## src/rtl/tbq_pkg.sv

```systemverilog
// Shared constants for the transmit burst queue: control word layout.
// Assumes a 14-bit control word with the length in the low bits.
package tbq_pkg;
    localparam int CW_W      = 14;
    localparam int LEN_W     = 9;
    localparam int POS_RSVD  = 11;
    localparam int POS_EOF   = 12;
    localparam int POS_ABORT = 13;

    typedef enum logic [1:0] {
        MODE_ASYNC     = 2'b00,
        MODE_RAW       = 2'b01,
        MODE_HDLC      = 2'b10,
        MODE_ASYNC_MSB = 2'b11
    } frame_mode_e;
endpackage

```

## src/rtl/tbq_byte_ring.sv

```systemverilog
// Circular byte store with three indexes: staged write, committed write, read.
// Writes advance the staged index. A commit moves the committed index forward
// by the burst length. Reads advance the read index.
// Assumes DEPTH is a power of two, so each index wraps to zero at the end.
// Assumes the caller commits no more than is pending and pops only committed bytes.
module tbq_byte_ring #(
    parameter int DEPTH = 64,
    parameter int LEN_W = 9
) (
    input  logic             clk,
    input  logic             rst_n,
    input  logic             push,
    input  logic [7:0]       push_data,
    input  logic             commit,
    input  logic [LEN_W-1:0] commit_len,
    input  logic             pop,
    output logic             room,
    output logic [$clog2(DEPTH):0] pending,
    output logic             committed_any,
    output logic [7:0]       head_data
);
    localparam int AW = $clog2(DEPTH);
    localparam int PW = AW + 1;

    logic [7:0]    mem [DEPTH];
    logic [PW-1:0] stage_ptr;
    logic [PW-1:0] commit_ptr;
    logic [PW-1:0] read_ptr;
    logic [PW-1:0] fill;

    assign fill          = stage_ptr - read_ptr;
    assign room          = (fill != PW'(DEPTH));
    assign pending       = stage_ptr - commit_ptr;
    assign committed_any = (commit_ptr != read_ptr);
    assign head_data     = mem[read_ptr[AW-1:0]];

    // Store an accepted byte at the staged write position.
    always_ff @(posedge clk) begin
        if (push) begin
            mem[stage_ptr[AW-1:0]] <= push_data;
        end
    end

    // Advance the staged, committed and read indexes.
    always_ff @(posedge clk) begin
        if (!rst_n) begin
            stage_ptr  <= '0;
            commit_ptr <= '0;
            read_ptr   <= '0;
        end else begin
            if (push)   stage_ptr  <= stage_ptr + 1'b1;
            if (commit) commit_ptr <= commit_ptr + PW'(commit_len);
            if (pop)    read_ptr   <= read_ptr + 1'b1;
        end
    end

    assert_no_overflow_R7: assert property (@(posedge clk) disable iff (!rst_n)
        fill <= PW'(DEPTH));

    assert_commit_behind_stage_R5: assert property (@(posedge clk) disable iff (!rst_n)
        (commit_ptr - read_ptr) <= fill);

    assert_pop_committed_only_R9: assert property (@(posedge clk) disable iff (!rst_n)
        pop |-> committed_any);
endmodule

```

## src/rtl/tbq_desc_queue.sv

```systemverilog
// Small circular queue of control words. Each word is written at base plus the
// write index, and the index then advances. Reads come from the read index.
// Assumes DEPTH is a power of two and the caller respects full and empty.
module tbq_desc_queue #(
    parameter int DEPTH = 8,
    parameter int W     = 14
) (
    input  logic         clk,
    input  logic         rst_n,
    input  logic         push,
    input  logic [W-1:0] push_word,
    input  logic         pop,
    output logic         full,
    output logic         empty,
    output logic [W-1:0] head_word
);
    localparam int DW = $clog2(DEPTH);
    localparam int PW = DW + 1;

    logic [W-1:0]  slots [DEPTH];
    logic [PW-1:0] wr_idx;
    logic [PW-1:0] rd_idx;
    logic [PW-1:0] count;

    assign count     = wr_idx - rd_idx;
    assign full      = (count == PW'(DEPTH));
    assign empty     = (count == '0);
    assign head_word = slots[rd_idx[DW-1:0]];

    // Write the committed word into its slot.
    always_ff @(posedge clk) begin
        if (push) begin
            slots[wr_idx[DW-1:0]] <= push_word;
        end
    end

    // Advance the queue indexes.
    always_ff @(posedge clk) begin
        if (!rst_n) begin
            wr_idx <= '0;
            rd_idx <= '0;
        end else begin
            if (push) wr_idx <= wr_idx + 1'b1;
            if (pop)  rd_idx <= rd_idx + 1'b1;
        end
    end

    assert_desc_bounded_R8: assert property (@(posedge clk) disable iff (!rst_n)
        count <= PW'(DEPTH));

    assert_no_pop_empty_R9: assert property (@(posedge clk) disable iff (!rst_n)
        pop |-> !empty);
endmodule

```

## src/rtl/tbq_commit_gate.sv

```systemverilog
// Decides whether an offered control word is queued or refused.
// A word is refused if its length exceeds the pending byte count or its
// reserved bit is set. A refusal gives a registered one-cycle error pulse.
module tbq_commit_gate #(
    parameter int PW = 7
) (
    input  logic                  clk,
    input  logic                  rst_n,
    input  logic                  cw_valid,
    input  logic [tbq_pkg::CW_W-1:0] cw_word,
    input  logic                  queue_full,
    input  logic [PW-1:0]         pending,
    output logic                  cw_ready,
    output logic                  accept,
    output logic                  cw_err
);
    import tbq_pkg::*;

    logic            offered;
    logic            bad;
    logic [LEN_W-1:0] len;

    assign len      = cw_word[LEN_W-1:0];
    assign cw_ready = !queue_full;
    assign offered  = cw_valid && cw_ready;
    assign bad      = cw_word[POS_RSVD] || (int'(len) > int'(pending));
    assign accept   = offered && !bad;

    // Register the error pulse for a refused handshake.
    always_ff @(posedge clk) begin
        if (!rst_n) cw_err <= 1'b0;
        else        cw_err <= offered && bad;
    end

    assert_err_means_refused_R5: assert property (@(posedge clk) disable iff (!rst_n)
        cw_err |-> !$past(accept));
endmodule

```

## src/rtl/tbq_drain_ctrl.sv

```systemverilog
// Delivers the bytes of one popped burst. When the burst is not aborted, it
// presents one byte per ready cycle. When it is aborted, it drops one byte
// per cycle with rd_valid held low. While busy, no further descriptor is
// offered.
module tbq_drain_ctrl #(
    parameter int LEN_W = 9
) (
    input  logic             clk,
    input  logic             rst_n,
    input  logic             start,
    input  logic [LEN_W-1:0] start_len,
    input  logic             start_abort,
    input  logic             rd_ready,
    input  logic             bytes_there,
    output logic             busy,
    output logic             rd_valid,
    output logic             consume
);
    logic [LEN_W-1:0] remaining;
    logic             dropping;

    assign rd_valid = busy && !dropping;
    assign consume  = busy && (dropping || rd_ready);

    // Load a burst on pop, count down bytes, and go idle after the last one.
    always_ff @(posedge clk) begin
        if (!rst_n) begin
            busy      <= 1'b0;
            dropping  <= 1'b0;
            remaining <= '0;
        end else if (start) begin
            busy      <= (start_len != '0);
            dropping  <= start_abort;
            remaining <= start_len;
        end else if (consume) begin
            remaining <= remaining - 1'b1;
            if (remaining == LEN_W'(1)) busy <= 1'b0;
        end
    end

    assert_read_committed_R3: assert property (@(posedge clk) disable iff (!rst_n)
        consume |-> bytes_there);

    assert_busy_has_count_R3: assert property (@(posedge clk) disable iff (!rst_n)
        busy |-> (remaining != '0));
endmodule

```

## src/rtl/tx_burst_queue.sv

```systemverilog
// Transmit burst queue top: byte ring, control word queue, commit gate and
// burst delivery controller. Bytes become visible only through a committed
// control word, and a descriptor must be popped before its bytes are read.
module tx_burst_queue #(
    parameter int DATA_DEPTH = 64,
    parameter int DESC_DEPTH = 8
) (
    input  logic        clk,
    input  logic        rst_n,
    input  logic        wr_valid,
    input  logic [7:0]  wr_data,
    output logic        wr_ready,
    input  logic        cw_valid,
    input  logic [13:0] cw_word,
    output logic        cw_ready,
    output logic        cw_err,
    output logic        dq_valid,
    output logic [13:0] dq_word,
    input  logic        dq_pop,
    output logic        rd_valid,
    output logic [7:0]  rd_data,
    input  logic        rd_ready
);
    import tbq_pkg::*;

    localparam int PW = $clog2(DATA_DEPTH) + 1;

    logic          push_byte;
    logic          accept;
    logic          q_full;
    logic          q_empty;
    logic          take;
    logic          busy;
    logic          consume;
    logic          committed_any;
    logic [PW-1:0] pending;

    assign push_byte = wr_valid && wr_ready;
    assign dq_valid  = !q_empty && !busy;
    assign take      = dq_pop && dq_valid;

    tbq_byte_ring #(.DEPTH(DATA_DEPTH), .LEN_W(LEN_W)) u_ring (
        .clk          (clk),
        .rst_n        (rst_n),
        .push         (push_byte),
        .push_data    (wr_data),
        .commit       (accept),
        .commit_len   (cw_word[LEN_W-1:0]),
        .pop          (consume),
        .room         (wr_ready),
        .pending      (pending),
        .committed_any(committed_any),
        .head_data    (rd_data)
    );

    tbq_commit_gate #(.PW(PW)) u_gate (
        .clk       (clk),
        .rst_n     (rst_n),
        .cw_valid  (cw_valid),
        .cw_word   (cw_word),
        .queue_full(q_full),
        .pending   (pending),
        .cw_ready  (cw_ready),
        .accept    (accept),
        .cw_err    (cw_err)
    );

    tbq_desc_queue #(.DEPTH(DESC_DEPTH), .W(CW_W)) u_descq (
        .clk      (clk),
        .rst_n    (rst_n),
        .push     (accept),
        .push_word(cw_word),
        .pop      (take),
        .full     (q_full),
        .empty    (q_empty),
        .head_word(dq_word)
    );

    tbq_drain_ctrl #(.LEN_W(LEN_W)) u_drain (
        .clk        (clk),
        .rst_n      (rst_n),
        .start      (take),
        .start_len  (dq_word[LEN_W-1:0]),
        .start_abort(dq_word[POS_ABORT]),
        .rd_ready   (rd_ready),
        .bytes_there(committed_any),
        .busy       (busy),
        .rd_valid   (rd_valid),
        .consume    (consume)
    );

    assert_err_single_pulse_R5: assert property (@(posedge clk) disable iff (!rst_n)
        cw_err |=> !cw_err || $past(cw_valid));

    assert_commit_shows_desc_R4: assert property (@(posedge clk) disable iff (!rst_n)
        (accept && !busy && !take) |=> dq_valid);
endmodule

```

## config.mk

```make
export PLATFORM = sky130hd
export DESIGN_NAME = tx_burst_queue
export DESIGN_NICKNAME = d
export VERILOG_FILES = /design/src/rtl/tbq_pkg.sv /design/src/rtl/tbq_byte_ring.sv /design/src/rtl/tbq_desc_queue.sv /design/src/rtl/tbq_commit_gate.sv /design/src/rtl/tbq_drain_ctrl.sv /design/src/rtl/tx_burst_queue.sv
export SDC_FILE = /design/constraint.sdc
export NUM_CORES = 1
export LEC_CHECK = 0
export CAP_MARGIN = 20
export CORE_MARGIN = 4
export CORE_UTILIZATION = 55
export CTS_CLUSTER_DIAMETER = 120
export DETAILED_ROUTE_END_ITERATION = 10
export PLACE_DENSITY = 0.72
export SLEW_MARGIN = 20
export SYNTH_ARGS = -nofsm -noshare
export SYNTH_HDL_FRONTEND = slang
export SYNTH_HIERARCHICAL = 1
export SYNTH_SLANG_ARGS = --single-unit
export TNS_END_PERCENT = 5
```

## constraint.sdc

```tcl
create_clock -name clk -period 11.8 [get_ports clk]
set_input_delay 2.95 -clock clk [delete_from_list [all_inputs] [get_ports clk]]
set_output_delay 2.95 -clock clk [all_outputs]
set_load 0.1 [all_outputs]
```

* After elaboration in Yosys (flattened, before gate mapping) *
Memory sizes are Yosys's and may differ from the RTL's. A register that Yosys moved wholly into a read port is not among the register bits.
Index checks and enable logic that the tools add are counted.

cells by class
  eq/ne operators = 3
  $add $sub $neg = 9
  muxes and demuxes = 13
  order comparisons = 1
  reductions and logical operators = 20

operators by type and width
  kind                                              count
  two-way mux 9 bit                                 2
  adder 7 x 1 -> 7 bit, second input constant       2
  subtractor 7 bit                                  2
  two-way mux 6 bit                                 2
  == test 9 x 1 -> 1 bit, second input constant     1
  > comparator 9 x 7 -> 1 bit                       1
  nonzero test 9 bit                                1
  subtractor 9 x 1 -> 9 bit, second input constant  1
  adder 4 x 1 -> 4 bit, second input constant       2
  logical AND 1 bit                                 8
  adder 7 bit                                       1
  two-way mux 1 bit                                 7
  != test 7 bit, second input constant              1
  two-way mux 3 bit                                 2
  zero test 1 bit                                   5
  == test 4 bit, second input constant              1
  zero test 4 bit                                   1
  nonzero test 2 bit                                2
  subtractor 4 bit                                  1
  logical OR 1 bit                                  2
  AND reduction 2 bit                               1

word-level totals
  bits in registers = 41
  RAM bits = 624
  memories kept = 2
  output and inout bits = 27
  word-level logic and storage cells = 57

memories
  memory         depth  width  read ports  clocked after Yosys merged registers in  wr ports  line                  RTL
  u_ring.mem     64     8      1           1                                        1         tbq_byte_ring.sv:25   logic [7:0] mem [DEPTH];
  u_descq.slots  8      14     1           1                                        1         tbq_desc_queue.sv:20  logic [W-1:0] slots [DEPTH];

* Logic depth before layout (Yosys ltp) *
  word-level depth = 7
  depth in mapped cells = 22
  gate-level depth less buffers = 21

* Hierarchy *
Netlist, hierarchy kept.

by module, submodules not included
  module           instances  area an instance (um^2)  cells an instance
  tbq_byte_ring    1          21928.5                  1176
  tbq_desc_queue   1          4877.2                   226
  tbq_drain_ctrl   1          634.4                    74
  tbq_commit_gate  1          244.0                    31
  tx_burst_queue   1          22.5                     3

* Least setup slack after synthesis *
No wires, ideal clock.

  path kind = reg2out
  start point = reg with a tool-made name
  end point = out rd_data[0]
  stages on the path, launching flop included = 9
  path slack = 5.170 ns
  data required time = 8.850 ns
  arrival = 3.680 ns
  path through = dfxtp_1 > buf_6 > buf_8 > buf_4 > buf_2 > nor2_1 > a22o_1 > a221oi_1 > a221oi_1

RTL lines
  what              line                  RTL
  end: declaration  tx_burst_queue.sv:21  output logic [7:0] rd_data,

==> metrics.md <==
| Metric | Value |
|---|---|
| CTS resizes | `0` |
| Slew Limit Fails | `0` |
| DRC Markers | `0` |
| GRT overflow | `0` |
| Status | `complete, no violations` |
| Lkg Pwr | `9.60 nW` |
| Worst EP arrival | `4.74 ns` |
| Final hold slack | `0.505 ns` |
| Final hold viol count | `0` |
| Power Dens Cells | `171 nW/µm²` |
| Hold Startpoint | `u_ring/commit_ptr[4]$_SDFFE_PN0P_` |
| Worst hold endpoint | `u_ring/commit_ptr[4]$_SDFFE_PN0P_` |
| Drt via density | `6.24` |
| Fmax | `0.130 GHz` |
| Via Count | `14250` |
| Largest net degree at the start of global routing | `65` |
| # rows | `81` |
| RSZ-0062 raised after global routing | `false` |
| Vias in the first global route | `14275` |
| Final HPWL from detailed placement | `36300 µm` |
| Routed WL per cell | `25.8 µm` |
| Total clock sinks | `674` |
| Die area | `53900 µm²` |
| Setup violators final | `0` |
| # fillers | `3501` |
| Flop-to-flop setup slack | `6.71 ns` |
| R2R depth | `22` |
| Period minus WS final | `7.69 ns` |
| GR Util All Layers | `22.3%` |
| Post-CTS Setup Bufs | `0` |
| Final TNS setup | `0 ns` |
| CTS tree | `built` |
| Critical path class | `flop to output pin` |
| # IOs | `55` |
| Routed WL | `58800 µm` |
| Hold depth | `2` |
| Drt initial violations | `1409` |
| GP Congestion | `0.822` |
| Net Count, Synth | `1565` |
| Clock buffer count from CTS | `67` |
| Initial core utilization | `56.1%` |
| Final WS setup | `4.11 ns` |
| Worst-path clk slew | `0.06 ns` |
| Crit start category | `flop` |
| Antenna violations before repair | `0` |
| Syn. warnings | `6` |
| Final period utilization | `65.2%` |
| # hold bufs at CTS | `0` |
| Ratio of cells with drive above 1 in the final layout | `17.3%` |
| Req. time, crit path | `8.85 ns` |
| Clock buffer depth | `3` |
| Die width | `232 µm` |
| First-pass DRT Iterations | `6` |
| Peak supply drop | `0.162 mV` |
| Final #Nets | `1640` |
| Reg-to-reg startpoint | `u_ring/stage_ptr[0]$_SDFFE_PN0P_` |
| Core area | `49300 µm²` |
| Worst Setup End Kind | `output pin` |
| Mapped Cells | `1501` |
| Worst Hold Class | `flop to flop` |
| Final Skew | `0.0227 ns` |
| Ant diodes | `0` |
| H-tree depth | `3` |
| DP Worst Slack | `4.67 ns` |
| Area of the mapped netlist | `27600 µm²` |
| # port buffers | `54` |
| Worst rel slew slack | `24.0%` |
| Root Buffer | `clkbuf_16` |
| RR Endpoint | `u_ring/commit_ptr[6]$_SDFFE_PN0P_` |
| Syn Area/Cell | `18.4 µm²` |
| Antenna Violating Nets Remaining | `0` |
| Worst-skew pair later-pin latency | `0.59 ns` |
| First-pass GRT wire length | `89600 µm` |
| Maximum fanout along the worst path | `42` |
| Max-cap violation count | `0` |
| Synth-to-Final Area Change | `11.4%` |
| Die H | `232 µm` |
| Worst Max-Slew Pin Slew | `1.14 ns` |
## layout make-up
type | instances | area, µm² | share of cell area (%)
Sequential cell | 674 | 19800 | 64.2
Multi-Input combinational cell | 714 | 7280 | 23.7
Clock buffer | 89 | 1860 | 6.05
Tap cell | 664 | 831 | 2.70
Timing Repair Buffer | 81 | 721 | 2.34
Clock inverter | 24 | 196 | 0.638
Inverter | 38 | 143 | 0.463
## worst max-delay path by stage
stage | start | to | slack (ns) | depth (start not counted)
6_report | flop | rd_data[0] | 4.11 | 7
2_1_floorplan | flop | rd_data[0] | 5.17 | 8
3_3_place_gp | flop | rd_data[0] | 4.70 | 7
4_1_cts | flop | rd_data[1] | 4.02 | 7
3_5_place_dp | flop | rd_data[1] | 4.67 | 7
5_1_grt | flop | rd_data[2] | 3.76 | 7
## critical path, cell delays in order, from the launching register on
cell	delay [ns]
dfxtp_4	0.83
buf_4	0.73
mux4_2	0.35
mux2i_1	0.08
a31oi_1	0.33
a31oi_1	0.16
a221oi_1	0.40
clkdlybuf4s50_1	1.21
## sequential cells by signal (all words and copies together), names as in the netlist, named ones only
signal	cells
u_descq/slots	112
u_drain/remaining	9
u_drain/busy	1
u_ring/stage_ptr	7
u_ring/mem	512
u_ring/commit_ptr	7
u_descq/rd_idx	4
u_drain/dropping	1
u_ring/read_ptr	7
u_descq/wr_idx	4
u_gate/cw_err	1
## power breakdown
part	internal, mW	leakage [nW]	switching, mW
Clock	1.17	1.01	0.840
Combinational	0.219	2.56	0.360
Sequential	2.63	6.02	0.0378
Total	4.02	9.60	1.24
## layout by cell type, fill, tap and decap left out, drive strengths merged, types with 6 or more instances in the layout
| cell type | count |
|---|---|
| xor2 | 9 |
| clkinv | 17 |
| inv | 41 |
| nand2b | 15 |
| edfxtp | 624 |
| a21o | 6 |
| and2 | 19 |
| mux2i | 39 |
| ha | 34 |
| nor2 | 87 |
| mux4 | 144 |
| a31oi | 11 |
| o21ai | 24 |
| buf | 35 |
| xnor2 | 19 |
| a21boi | 6 |
| a22oi | 25 |
| dfxtp | 50 |
| nand3 | 20 |
| clkbuf | 89 |
| nand2 | 45 |
| mux2 | 15 |
| nor2b | 36 |
| a211oi | 9 |
| nor3 | 21 |
| or3 | 12 |
| a21oi | 25 |
| a2111oi | 9 |
| or4 | 6 |
| nand4 | 10 |
| a221oi | 6 |
| clkdlybuf4s50 | 46 |
## per-stage QoR
stage | std cells | total power [mW] | instance area, µm² | util (%)
CTS | 2284 | 5.31 | 30800 | 62.5
floorplan | 1501 | 3.15 | 27600 | -
finish | 2284 | 5.26 | 30800 | 62.5
global placement | 2169 | 3.29 | 28700 | 58.2
global route | 2284 | 5.45 | 30800 | 62.5
detailed placement | 2171 | 3.30 | 28700 | 58.3
## per-layer routing
layer | GRT usage (%) | part of all wire (%) | wire length, µm
met5 | 0 | 0 | 0
met4 | 7.77 | 3.3 | 1940
met3 | 3.97 | 6.8 | 3980
met2 | 36.4 | 50 | 29300
met1 | 30.8 | 40 | 23600
(Power assumes the default switching activity.)
